File: src/rtl/rxring_pkg.sv
package rxring_pkg;

   localparam int DESC_BYTES = 8;
   localparam int STAT_OFS   = 4;
   localparam int LEN_W      = 13;

   localparam int B_OWN   = 0;
   localparam int B_WRAP  = 1;
   localparam int B_FCS   = 13;
   localparam int B_SOF   = 14;
   localparam int B_EOF   = 15;
   localparam int B_BCAST = 31;

   typedef enum logic [3:0] {
      ST_IDLE,
      ST_FETCH,
      ST_FWAIT,
      ST_FILL,
      ST_STAT,
      ST_OWN_RD,
      ST_OWN_WR,
      ST_DROP,
      ST_HALT
   } rx_state_e;

   typedef struct packed {
      logic             bcast;
      logic             fcs;
      logic             sof;
      logic             eof;
      logic [LEN_W-1:0] len;
   } stat_fields_t;

   function automatic logic [31:0] pack_status(input stat_fields_t f);
      logic [31:0] w;
      w          = '0;
      w[LEN_W-1:0] = f.len;
      w[B_FCS]   = f.fcs;
      w[B_SOF]   = f.sof;
      w[B_EOF]   = f.eof;
      w[B_BCAST] = f.bcast;
      return w;
   endfunction

endpackage

File: src/rtl/rxring_ptr.sv
module rxring_ptr
   import rxring_pkg::*;
#(
   parameter int          AW       = 32,
   parameter logic [AW-1:0] BASE_RST = '0
) (
   input  logic          clk,
   input  logic          rst_n,
   input  logic          base_wr,
   input  logic [AW-1:0] base_in,
   input  logic          cur_adv,
   input  logic          cur_wrap,
   input  logic          first_mark,
   input  logic          walk_load,
   input  logic          walk_adv,
   input  logic          walk_wrap,
   output logic [AW-1:0] cur_ptr,
   output logic [AW-1:0] walk_ptr
);

   localparam logic [AW-1:0] ALIGN = ~AW'(DESC_BYTES - 1);

   logic [AW-1:0] base_q;
   logic [AW-1:0] first_q;

   function automatic logic [AW-1:0] step(input logic [AW-1:0] p,
                                          input logic          w,
                                          input logic [AW-1:0] b);
      return w ? b : p + AW'(DESC_BYTES);
   endfunction

   always_ff @(posedge clk or negedge rst_n) begin
      if (!rst_n) begin
         base_q <= BASE_RST & ALIGN;
         cur_ptr <= BASE_RST & ALIGN;
      end else if (base_wr) begin
         base_q <= base_in & ALIGN;
         cur_ptr <= base_in & ALIGN;
      end else if (cur_adv) begin
         cur_ptr <= step(cur_ptr, cur_wrap, base_q);
      end
   end

   always_ff @(posedge clk or negedge rst_n) begin
      if (!rst_n) begin
         first_q <= '0;
         walk_ptr <= '0;
      end else begin
         if (first_mark) first_q <= cur_ptr;
         if (walk_load) walk_ptr <= first_q;
         else if (walk_adv) walk_ptr <= step(walk_ptr, walk_wrap, base_q);
      end
   end

   // a base write restarts the walk at the new (aligned) base
   p_base_restart_r8: assert property (@(posedge clk) disable iff (!rst_n)
      base_wr |=> (cur_ptr == ($past(base_in) & ALIGN)));

   // wrap returns to base, otherwise step by one descriptor
   p_wrap_to_base_r6: assert property (@(posedge clk) disable iff (!rst_n)
      (cur_adv && cur_wrap && !base_wr) |=> (cur_ptr == base_q));
   p_linear_step_r6: assert property (@(posedge clk) disable iff (!rst_n)
      (cur_adv && !cur_wrap && !base_wr) |=> (cur_ptr == $past(cur_ptr) + AW'(DESC_BYTES)));

endmodule

File: src/rtl/rxring_packer.sv
module rxring_packer (
   input  logic        clk,
   input  logic        rst_n,
   input  logic        clr,
   input  logic        push,
   input  logic        flush,
   input  logic [1:0]  lane,
   input  logic [7:0]  din,
   output logic [31:0] word
);

   logic [31:0] acc;

   always_comb begin
      word = acc;
      word[{lane, 3'b000} +: 8] = din;
   end

   always_ff @(posedge clk or negedge rst_n) begin
      if (!rst_n) acc <= '0;
      else if (clr) acc <= '0;
      else if (push) acc <= flush ? '0 : word;
   end

endmodule

File: src/rtl/rxring_ctrl.sv
module rxring_ctrl
   import rxring_pkg::*;
#(
   parameter int AW         = 32,
   parameter int UNITS_W    = 8,
   parameter int UNIT_BYTES = 64
) (
   input  logic               clk,
   input  logic               rst_n,
   input  logic [UNITS_W-1:0] cfg_units,
   input  logic               base_wr,
   input  logic               rx_valid,
   output logic               rx_ready,
   input  logic               rx_sof,
   input  logic               rx_eof,
   input  logic               rx_fcs_bad,
   input  logic               rx_bcast,
   output logic               mem_req,
   output logic               mem_we,
   output logic [AW-1:0]      mem_addr,
   output logic [31:0]        mem_wdata,
   input  logic [31:0]        mem_rdata,
   output logic               rx_done,
   output logic               bna,
   output logic               cur_adv,
   output logic               cur_wrap,
   output logic               first_mark,
   output logic               walk_load,
   output logic               walk_adv,
   output logic               walk_wrap,
   input  logic [AW-1:0]      cur_ptr,
   input  logic [AW-1:0]      walk_ptr,
   output logic               pk_clr,
   output logic               pk_push,
   output logic               pk_flush,
   output logic [1:0]         pk_lane,
   input  logic [31:0]        pk_word
);

   localparam int UB_W  = $clog2(UNIT_BYTES);
   localparam int CNT_W = UNITS_W + UB_W;

   rx_state_e        state;
   logic [CNT_W-1:0] cnt, cnt_nx, bufsize;
   logic [AW-1:0]    buf_addr;
   logic             wrap_q, first_buf, eof_q, fcs_q, bcast_q;
   logic             last_in_buf, walk_last;
   logic [LEN_W-1:0] len_f;
   stat_fields_t     sf;

   assign bufsize     = {cfg_units, {UB_W{1'b0}}};
   assign cnt_nx      = cnt + 1'b1;
   assign last_in_buf = (cnt_nx == bufsize);
   assign walk_last   = (walk_ptr == cur_ptr);

   generate
      if (CNT_W >= LEN_W) begin : g_len_trunc
         assign len_f = cnt[LEN_W-1:0];
      end else begin : g_len_ext
         assign len_f = {{(LEN_W-CNT_W){1'b0}}, cnt};
      end
   endgenerate

   always_comb begin
      sf.len   = len_f;
      sf.fcs   = fcs_q & eof_q;
      sf.sof   = first_buf;
      sf.eof   = eof_q;
      sf.bcast = bcast_q;
   end

   // packer control
   assign pk_clr   = (state == ST_FWAIT);
   assign pk_push  = (state == ST_FILL) && rx_valid;
   assign pk_flush = (cnt[1:0] == 2'd3) || rx_eof || last_in_buf;
   assign pk_lane  = cnt[1:0];

   // pointer control
   assign first_mark = (state == ST_IDLE) && rx_valid && rx_sof && !base_wr;
   assign cur_adv    = !base_wr && (((state == ST_STAT) && !eof_q) ||
                                    ((state == ST_OWN_WR) && walk_last));
   assign cur_wrap   = (state == ST_STAT) ? wrap_q : mem_rdata[B_WRAP];
   assign walk_load  = !base_wr && (state == ST_STAT) && eof_q;
   assign walk_adv   = !base_wr && (state == ST_OWN_WR) && !walk_last;
   assign walk_wrap  = mem_rdata[B_WRAP];

   always_comb begin
      unique case (state)
         ST_IDLE:                    rx_ready = !rx_sof;
         ST_FILL, ST_DROP, ST_HALT:  rx_ready = 1'b1;
         default:                    rx_ready = 1'b0;
      endcase
   end

   always_comb begin
      mem_req   = 1'b0;
      mem_we    = 1'b0;
      mem_addr  = cur_ptr;
      mem_wdata = pk_word;
      unique case (state)
         ST_FETCH: mem_req = 1'b1;
         ST_FILL: begin
            mem_req  = rx_valid && pk_flush;
            mem_we   = 1'b1;
            mem_addr = buf_addr + AW'({cnt[CNT_W-1:2], 2'b00});
         end
         ST_STAT: begin
            mem_req   = 1'b1;
            mem_we    = 1'b1;
            mem_addr  = cur_ptr + AW'(STAT_OFS);
            mem_wdata = pack_status(sf);
         end
         ST_OWN_RD: begin
            mem_req  = 1'b1;
            mem_addr = walk_ptr;
         end
         ST_OWN_WR: begin
            mem_req   = 1'b1;
            mem_we    = 1'b1;
            mem_addr  = walk_ptr;
            mem_wdata = mem_rdata | 32'h1;
         end
         default: ;
      endcase
   end

   always_ff @(posedge clk or negedge rst_n) begin
      if (!rst_n) begin
         state     <= ST_IDLE;
         cnt       <= '0;
         buf_addr  <= '0;
         wrap_q    <= 1'b0;
         first_buf <= 1'b0;
         eof_q     <= 1'b0;
         fcs_q     <= 1'b0;
         bcast_q   <= 1'b0;
         bna       <= 1'b0;
         rx_done   <= 1'b0;
      end else begin
         rx_done <= 1'b0;
         if (base_wr) begin
            state <= ST_IDLE;
            bna   <= 1'b0;
         end else begin
            unique case (state)
               ST_IDLE: if (rx_valid && rx_sof) begin
                  state     <= ST_FETCH;
                  bcast_q   <= rx_bcast;
                  first_buf <= 1'b1;
                  eof_q     <= 1'b0;
                  fcs_q     <= 1'b0;
               end
               ST_FETCH: state <= ST_FWAIT;
               ST_FWAIT: begin
                  if (mem_rdata[B_OWN]) begin
                     bna   <= 1'b1;
                     state <= ST_DROP;
                  end else begin
                     buf_addr <= mem_rdata & ~AW'(3);
                     wrap_q   <= mem_rdata[B_WRAP];
                     cnt      <= '0;
                     state    <= ST_FILL;
                  end
               end
               ST_FILL: if (rx_valid) begin
                  cnt <= cnt_nx;
                  if (rx_eof) begin
                     eof_q <= 1'b1;
                     fcs_q <= rx_fcs_bad;
                     state <= ST_STAT;
                  end else if (last_in_buf) begin
                     eof_q <= 1'b0;
                     state <= ST_STAT;
                  end
               end
               ST_STAT: begin
                  first_buf <= 1'b0;
                  state     <= eof_q ? ST_OWN_RD : ST_FETCH;
               end
               ST_OWN_RD: state <= ST_OWN_WR;
               ST_OWN_WR: begin
                  if (walk_last) begin
                     rx_done <= 1'b1;
                     state   <= ST_IDLE;
                  end else begin
                     state <= ST_OWN_RD;
                  end
               end
               ST_DROP: if (rx_valid && rx_eof) state <= ST_HALT;
               ST_HALT: ;
               default: state <= ST_IDLE;
            endcase
         end
      end
   end

   // nothing reaches memory once the ring ran out of free buffers
   p_no_store_halted_r2: assert property (@(posedge clk) disable iff (!rst_n)
      ((state == ST_DROP) || (state == ST_HALT)) |-> !mem_req);
   p_bna_sticky_r2: assert property (@(posedge clk) disable iff (!rst_n)
      (bna && !base_wr) |=> bna);

   // data stores stay inside the current buffer
   p_store_in_buffer_r4: assert property (@(posedge clk) disable iff (!rst_n)
      ((state == ST_FILL) && mem_req) |-> ((mem_addr - buf_addr) < AW'(bufsize)));

   // ownership hand-back only after an end-marked status, single pulse
   p_own_after_eof_r7: assert property (@(posedge clk) disable iff (!rst_n)
      (mem_req && mem_we && (state == ST_OWN_WR)) |-> (eof_q && mem_wdata[B_OWN]));
   p_done_pulse_r7: assert property (@(posedge clk) disable iff (!rst_n)
      rx_done |=> !rx_done);

   // a start byte is held while its descriptor is fetched
   p_sof_held_r10: assert property (@(posedge clk) disable iff (!rst_n)
      ((state == ST_FETCH) || (state == ST_FWAIT)) |-> !rx_ready);

endmodule

File: src/rtl/rxring_dma.sv
module rxring_dma
   import rxring_pkg::*;
#(
   parameter int            AW         = 32,
   parameter int            UNITS_W    = 8,
   parameter int            UNIT_BYTES = 64,
   parameter logic [AW-1:0] BASE_RST   = '0
) (
   input  logic               clk,
   input  logic               rst_n,
   input  logic [UNITS_W-1:0] cfg_buf_units,
   input  logic               base_wr,
   input  logic [AW-1:0]      base_addr,
   input  logic               rx_valid,
   output logic               rx_ready,
   input  logic [7:0]         rx_data,
   input  logic               rx_sof,
   input  logic               rx_eof,
   input  logic               rx_fcs_bad,
   input  logic               rx_bcast,
   output logic               mem_req,
   output logic               mem_we,
   output logic [AW-1:0]      mem_addr,
   output logic [31:0]        mem_wdata,
   input  logic [31:0]        mem_rdata,
   output logic               rx_done,
   output logic               bna_flag
);

   generate
      if (UNIT_BYTES < 4 || (UNIT_BYTES & (UNIT_BYTES - 1)) != 0) begin : g_bad_unit
         $error("UNIT_BYTES must be a power of two of at least 4");
      end
      if (AW < 8 || AW > 32) begin : g_bad_aw
         $error("AW must lie between 8 and 32");
      end
      if (UNITS_W < 1) begin : g_bad_units
         $error("UNITS_W must be at least 1");
      end
   endgenerate

   logic          cur_adv, cur_wrap, first_mark, walk_load, walk_adv, walk_wrap;
   logic [AW-1:0] cur_ptr, walk_ptr;
   logic          pk_clr, pk_push, pk_flush;
   logic [1:0]    pk_lane;
   logic [31:0]   pk_word;

   rxring_ptr #(.AW(AW), .BASE_RST(BASE_RST)) u_ptr (
      .clk        (clk),
      .rst_n      (rst_n),
      .base_wr    (base_wr),
      .base_in    (base_addr),
      .cur_adv    (cur_adv),
      .cur_wrap   (cur_wrap),
      .first_mark (first_mark),
      .walk_load  (walk_load),
      .walk_adv   (walk_adv),
      .walk_wrap  (walk_wrap),
      .cur_ptr    (cur_ptr),
      .walk_ptr   (walk_ptr)
   );

   rxring_packer u_pack (
      .clk   (clk),
      .rst_n (rst_n),
      .clr   (pk_clr),
      .push  (pk_push),
      .flush (pk_flush),
      .lane  (pk_lane),
      .din   (rx_data),
      .word  (pk_word)
   );

   rxring_ctrl #(.AW(AW), .UNITS_W(UNITS_W), .UNIT_BYTES(UNIT_BYTES)) u_ctrl (
      .clk        (clk),
      .rst_n      (rst_n),
      .cfg_units  (cfg_buf_units),
      .base_wr    (base_wr),
      .rx_valid   (rx_valid),
      .rx_ready   (rx_ready),
      .rx_sof     (rx_sof),
      .rx_eof     (rx_eof),
      .rx_fcs_bad (rx_fcs_bad),
      .rx_bcast   (rx_bcast),
      .mem_req    (mem_req),
      .mem_we     (mem_we),
      .mem_addr   (mem_addr),
      .mem_wdata  (mem_wdata),
      .mem_rdata  (mem_rdata),
      .rx_done    (rx_done),
      .bna        (bna_flag),
      .cur_adv    (cur_adv),
      .cur_wrap   (cur_wrap),
      .first_mark (first_mark),
      .walk_load  (walk_load),
      .walk_adv   (walk_adv),
      .walk_wrap  (walk_wrap),
      .cur_ptr    (cur_ptr),
      .walk_ptr   (walk_ptr),
      .pk_clr     (pk_clr),
      .pk_push    (pk_push),
      .pk_flush   (pk_flush),
      .pk_lane    (pk_lane),
      .pk_word    (pk_word)
   );

endmodule

File: config.mk
export PLATFORM = sky130hd
export DESIGN_NAME = rxring_dma
export DESIGN_NICKNAME = d
export VERILOG_FILES = /design/src/rtl/rxring_pkg.sv /design/src/rtl/rxring_ptr.sv /design/src/rtl/rxring_packer.sv /design/src/rtl/rxring_ctrl.sv /design/src/rtl/rxring_dma.sv
export SDC_FILE = /design/constraint.sdc
export NUM_CORES = 1
export LEC_CHECK = 0
export ABC_AREA = 1
export BUFFER_PORTS_ARGS = -buffer_cell sky130_fd_sc_hd__buf_2
export CAP_MARGIN = 10
export CELL_PAD_IN_SITES_DETAIL_PLACEMENT = 1
export CELL_PAD_IN_SITES_GLOBAL_PLACEMENT = 1
export CORE_MARGIN = 4
export CORE_UTILIZATION = 43
export CTS_CLUSTER_SIZE = 20
export DETAILED_ROUTE_END_ITERATION = 8
export HOLD_SLACK_MARGIN = 0.02
export PLACE_DENSITY_LB_ADDON = 0.1
export SYNTH_ARGS = -nofsm -noshare
export SYNTH_HDL_FRONTEND = slang
export SYNTH_SLANG_ARGS = --single-unit
File: constraint.sdc
create_clock -name clk -period 3.3 [get_ports clk]
set_input_delay 0.66 -clock clk [delete_from_list [all_inputs] [get_ports clk]]
set_output_delay 0.66 -clock clk [all_outputs]
set_load 0.01 [all_outputs]
==> flow_summary.ini <==
[worst_hold_path]
hp-class = in -> async

[final_layout]
final_layout_size_suffix_gt1_share_pct = 21.0
n_fill_cell = 4032
design_area_um2 = 16800
diodes = 0
fin_cells = 2540
syn2layout_area_growth_pct = 20.6
final_nets = 2229
final_common_cell = nand2_1
mostFrequentLayoutCells = nand2_1 (448), inv_1 (260), dfrtp_1 (201), o21ai_0 (158), buf_2 (138)

[worst_setup_path]
path_max_fanout = 5
cp-end-kind = output pin
worst-path-buf-inv = 3
path_class = reg -> out
arrival_ns = 2.80
crit_path_start_kind = flop
cp_slowest_cell = dfrtp_1
max_stage_delay_ns = 0.39
worstPathCellList = buf_4 > ha_1 > nand3_1 > nand2_2 > a21oi_2 > inv_2 > nand3_1 > nand2_2 > nand2_2 > nor2_1 > or2_1 > nand3_2 > nand3_4 > buf_6
required_ns = 2.64
path_delay_family = simple AND/OR/NAND/NOR gates
crit_top_cell = nand2_2

[clock_network]
cts_inserted_buffers = 25
clock_latency_ns = 0.55
clockBufferDepth = 3
root_buffer = clkbuf_16
htree_levels = 1
ctsHoldBuffers = 0
clk_pin_slew_ns = 0.07
clock_sinks = 203
cts_tree = yes

[global_routing]
grt_pass1_vias = 15500
grt_pass1_wl_mm = 89.7
grtUsageTotal_pct = 32.2
antenna_found_initial = 0
grt.overflow.total = 0
grt_max_degree = 65

[logic_synthesis]
yosysWarnings = 0
syn-cell-area_um2 = 13900
ys_seq_area_share_pct = 36.5
ys_seq_elements = 203
syn-mean-instance-area_um2 = 7.07
yosys_most_used_dff = dfrtp_1
ys_async_sr_fraction_pct = 100
synthDistinctLibCells = 57
syn_inst = 1966
synth_top_family_by_area = simple AND/OR/NAND/NOR gates
yosys.area_share.simple_pct = 27.8
synth_xor_area_share_pct = 3.25
synth-edff-count = 0
synthAdderAreaFrac_pct = 1.94
synth_compound_area_share_pct = 19.1
yosys-mux-area-fraction_pct = 0

[drt]
finalWirelength_mm = 58.8
dr.pass1.iters = 5
final_antenna_net_count = 0
vias_per_cell = 5.83
drc = 0
num_vias = 14800
wl_per_cell_um = 23.2
drt_iter0_drc = 965

[placed_design]
place_inst = 2473
port_buffers = 151
dpl_worst_slack_ns = -0.0549
gp_congestion = 0.971
placed_cell_area_um2 = 15100
dpl.hpwl_mm = 43.8

[run_status]
outcome = finished, violations left
violations = setup timing

[sta]
timing.final.ws_setup_ns = -0.156
fmax_mhz = 289
worst_pin_slew_ns = 0.740
finalCriticalPeriod_ns = 3.46
fin_crit_sh_pct = 105
rsz0062_at_grt = yes
hold_viol = 0
slew_headroom_pct = 50.6
whs_ns = 0.0786
setup_viol = 20
fin_skew_ns = 0.0193
drv_slew = 0

[job]
cap_violations = 0

[floorplan]
rows = 65
die_w_um = 188
die_h_um = 188
core_area_um2 = 31700
initial_core_util_pct = 43.8
dieArea_um2 = 35300
io_pins = 157

[power_and_ir_drop]
p_leak_nw = 7.88
cellPowerDensity_nw_per_um2 = 776
peakVddDrop_v = 0.000427
==> worst register-to-register path: cells and delay by family (launching register included) <==
family	cells	cell delay, ns
and+or+nand+nor	2	0.34
AOI/OAI and AO/OA	4	1.02
DFF	1	0.46
buffers and inverters	3	0.99
==> sequential cells by signal, summed over array words and instances, names as in the netlist <==
register	flops
u_ptr.first_q	29
u_ctrl.eof_q	1
u_ctrl.bna	1
u_ctrl.rx_done	1
u_ctrl.bcast_q	1
u_ctrl.cnt	14
u_ctrl.fcs_q	1
u_ctrl.first_buf	1
u_ctrl.buf_addr	30
u_pack.acc	32
u_ptr.cur_ptr	29
u_ptr.walk_ptr	29
u_ctrl.state	4
u_ptr.base_q	29
u_ctrl.wrap_q	1
==> stage by stage <==
step | TNS (ns) | util (%) | total power [mW]
2_1_floorplan | 0 | - | 7.10
3_3_place_gp | 0 | 47.6 | 9.10
3_5_place_dp | -0.0549 | 47.6 | 9.26
4_1_cts | -0.906 | 51.7 | 12.6
5_1_grt | -3.18 | 52.8 | 13.7
6_report | -1.18 | 52.8 | 13.0
==> layout make-up <==
class | count | area, um2 | area share [%]
clock buffers | 34 | 709 | 4.23
clock inverters | 11 | 139 | 0.829
inverters | 285 | 1080 | 6.45
multi-input cells | 1378 | 7820 | 46.6
flip-flops and latches | 203 | 5080 | 30.3
well taps | 402 | 503 | 3.00
repair buffers | 227 | 1430 | 8.55
==> final timing paths <==
check	slack, ns	depth (start not counted)	startpoint	end
max in group asynchronous	2.38	2	rst_n	u_ctrl.state[3]$_DFFE_PN0P_
min reg2reg	0.48	2	u_ptr.first_q[27]$_DFFE_PN0P_	u_ptr.first_q[27]$_DFFE_PN0P_
max reg2reg	0.39	9	u_ctrl.state[0]$_DFFE_PN0P_	u_ptr.cur_ptr[21]$_DFFE_PN0P_
min in group clk	0.33	3	rx_bcast	u_ctrl.bcast_q$_DFFE_PN0P_
max	-0.16	14	u_ctrl.cnt[3]$_DFFE_PN0P_	mem_addr[31]
min	0.08	1	rst_n	u_ptr.cur_ptr[12]$_DFFE_PN0P_
==> logic make-up (layout without fill, tap and decap cells) <==
logic type                 count (synthesis)  after routing
and+or+nand+nor                          853            853
AOI/OAI and AO/OA                        452            452
buffers and inverters                    386            557
DFF                                      203            203
xor gates and xnor gates                  50             50
adders and majority gates                 21             21
other                                      1              2
==> power breakdown <==
| group | internal [mW] | leakage (nW) | switching, mW | total, mW |
|---|---|---|---|---|
| Sequential | 3.22 | 2.54 | 1.05 | 4.27 |
| Clock | 1.74 | 0.416 | 1.18 | 2.91 |
| Combinational | 2.13 | 4.93 | 3.69 | 5.82 |
| Total | 7.08 | 7.88 | 5.92 | 13.0 |
==> Yosys cell counts, types with 28 or more instances <==
cell / n / share of area, %
o21ai_1: 35 / 1.3
nand4_1: 35 / 1.6
inv_1: 265 / 7.2
buf_2: 46 / 1.7
nor3_1: 29 / 1.0
o21ai_0: 171 / 6.2
dfrtp_1: 203 / 37
nor2_1: 118 / 3.2
o22ai_1: 75 / 3.4
nand3_1: 137 / 4.9
o221ai_1: 28 / 1.8
xor2_1: 37 / 2.3
nand2_1: 458 / 12
a21oi_1: 70 / 2.5
clkbuf_1: 35 / 0.94
==> what timing repair did <==
item                       in CTS  in global routing
setup endpoints to repair      34                 40
setup buffers                   9                 14
pin swaps                      15                 24
cloned                          0                  0
gates resized for setup        85                 52
==> per-layer routing <==
layer  wire length, um  up-vias  part of all wire (%)  track usage [%]
met2             29100      533                    49             56.2
met4              3140        0                   5.3             15.0
met3              3210      142                   5.5             4.75
met1             23400     7309                    40             39.1
li1                  -     6830                     -                -
met5                 0        -                     0                0
Power figures use the tool's default switching activity.
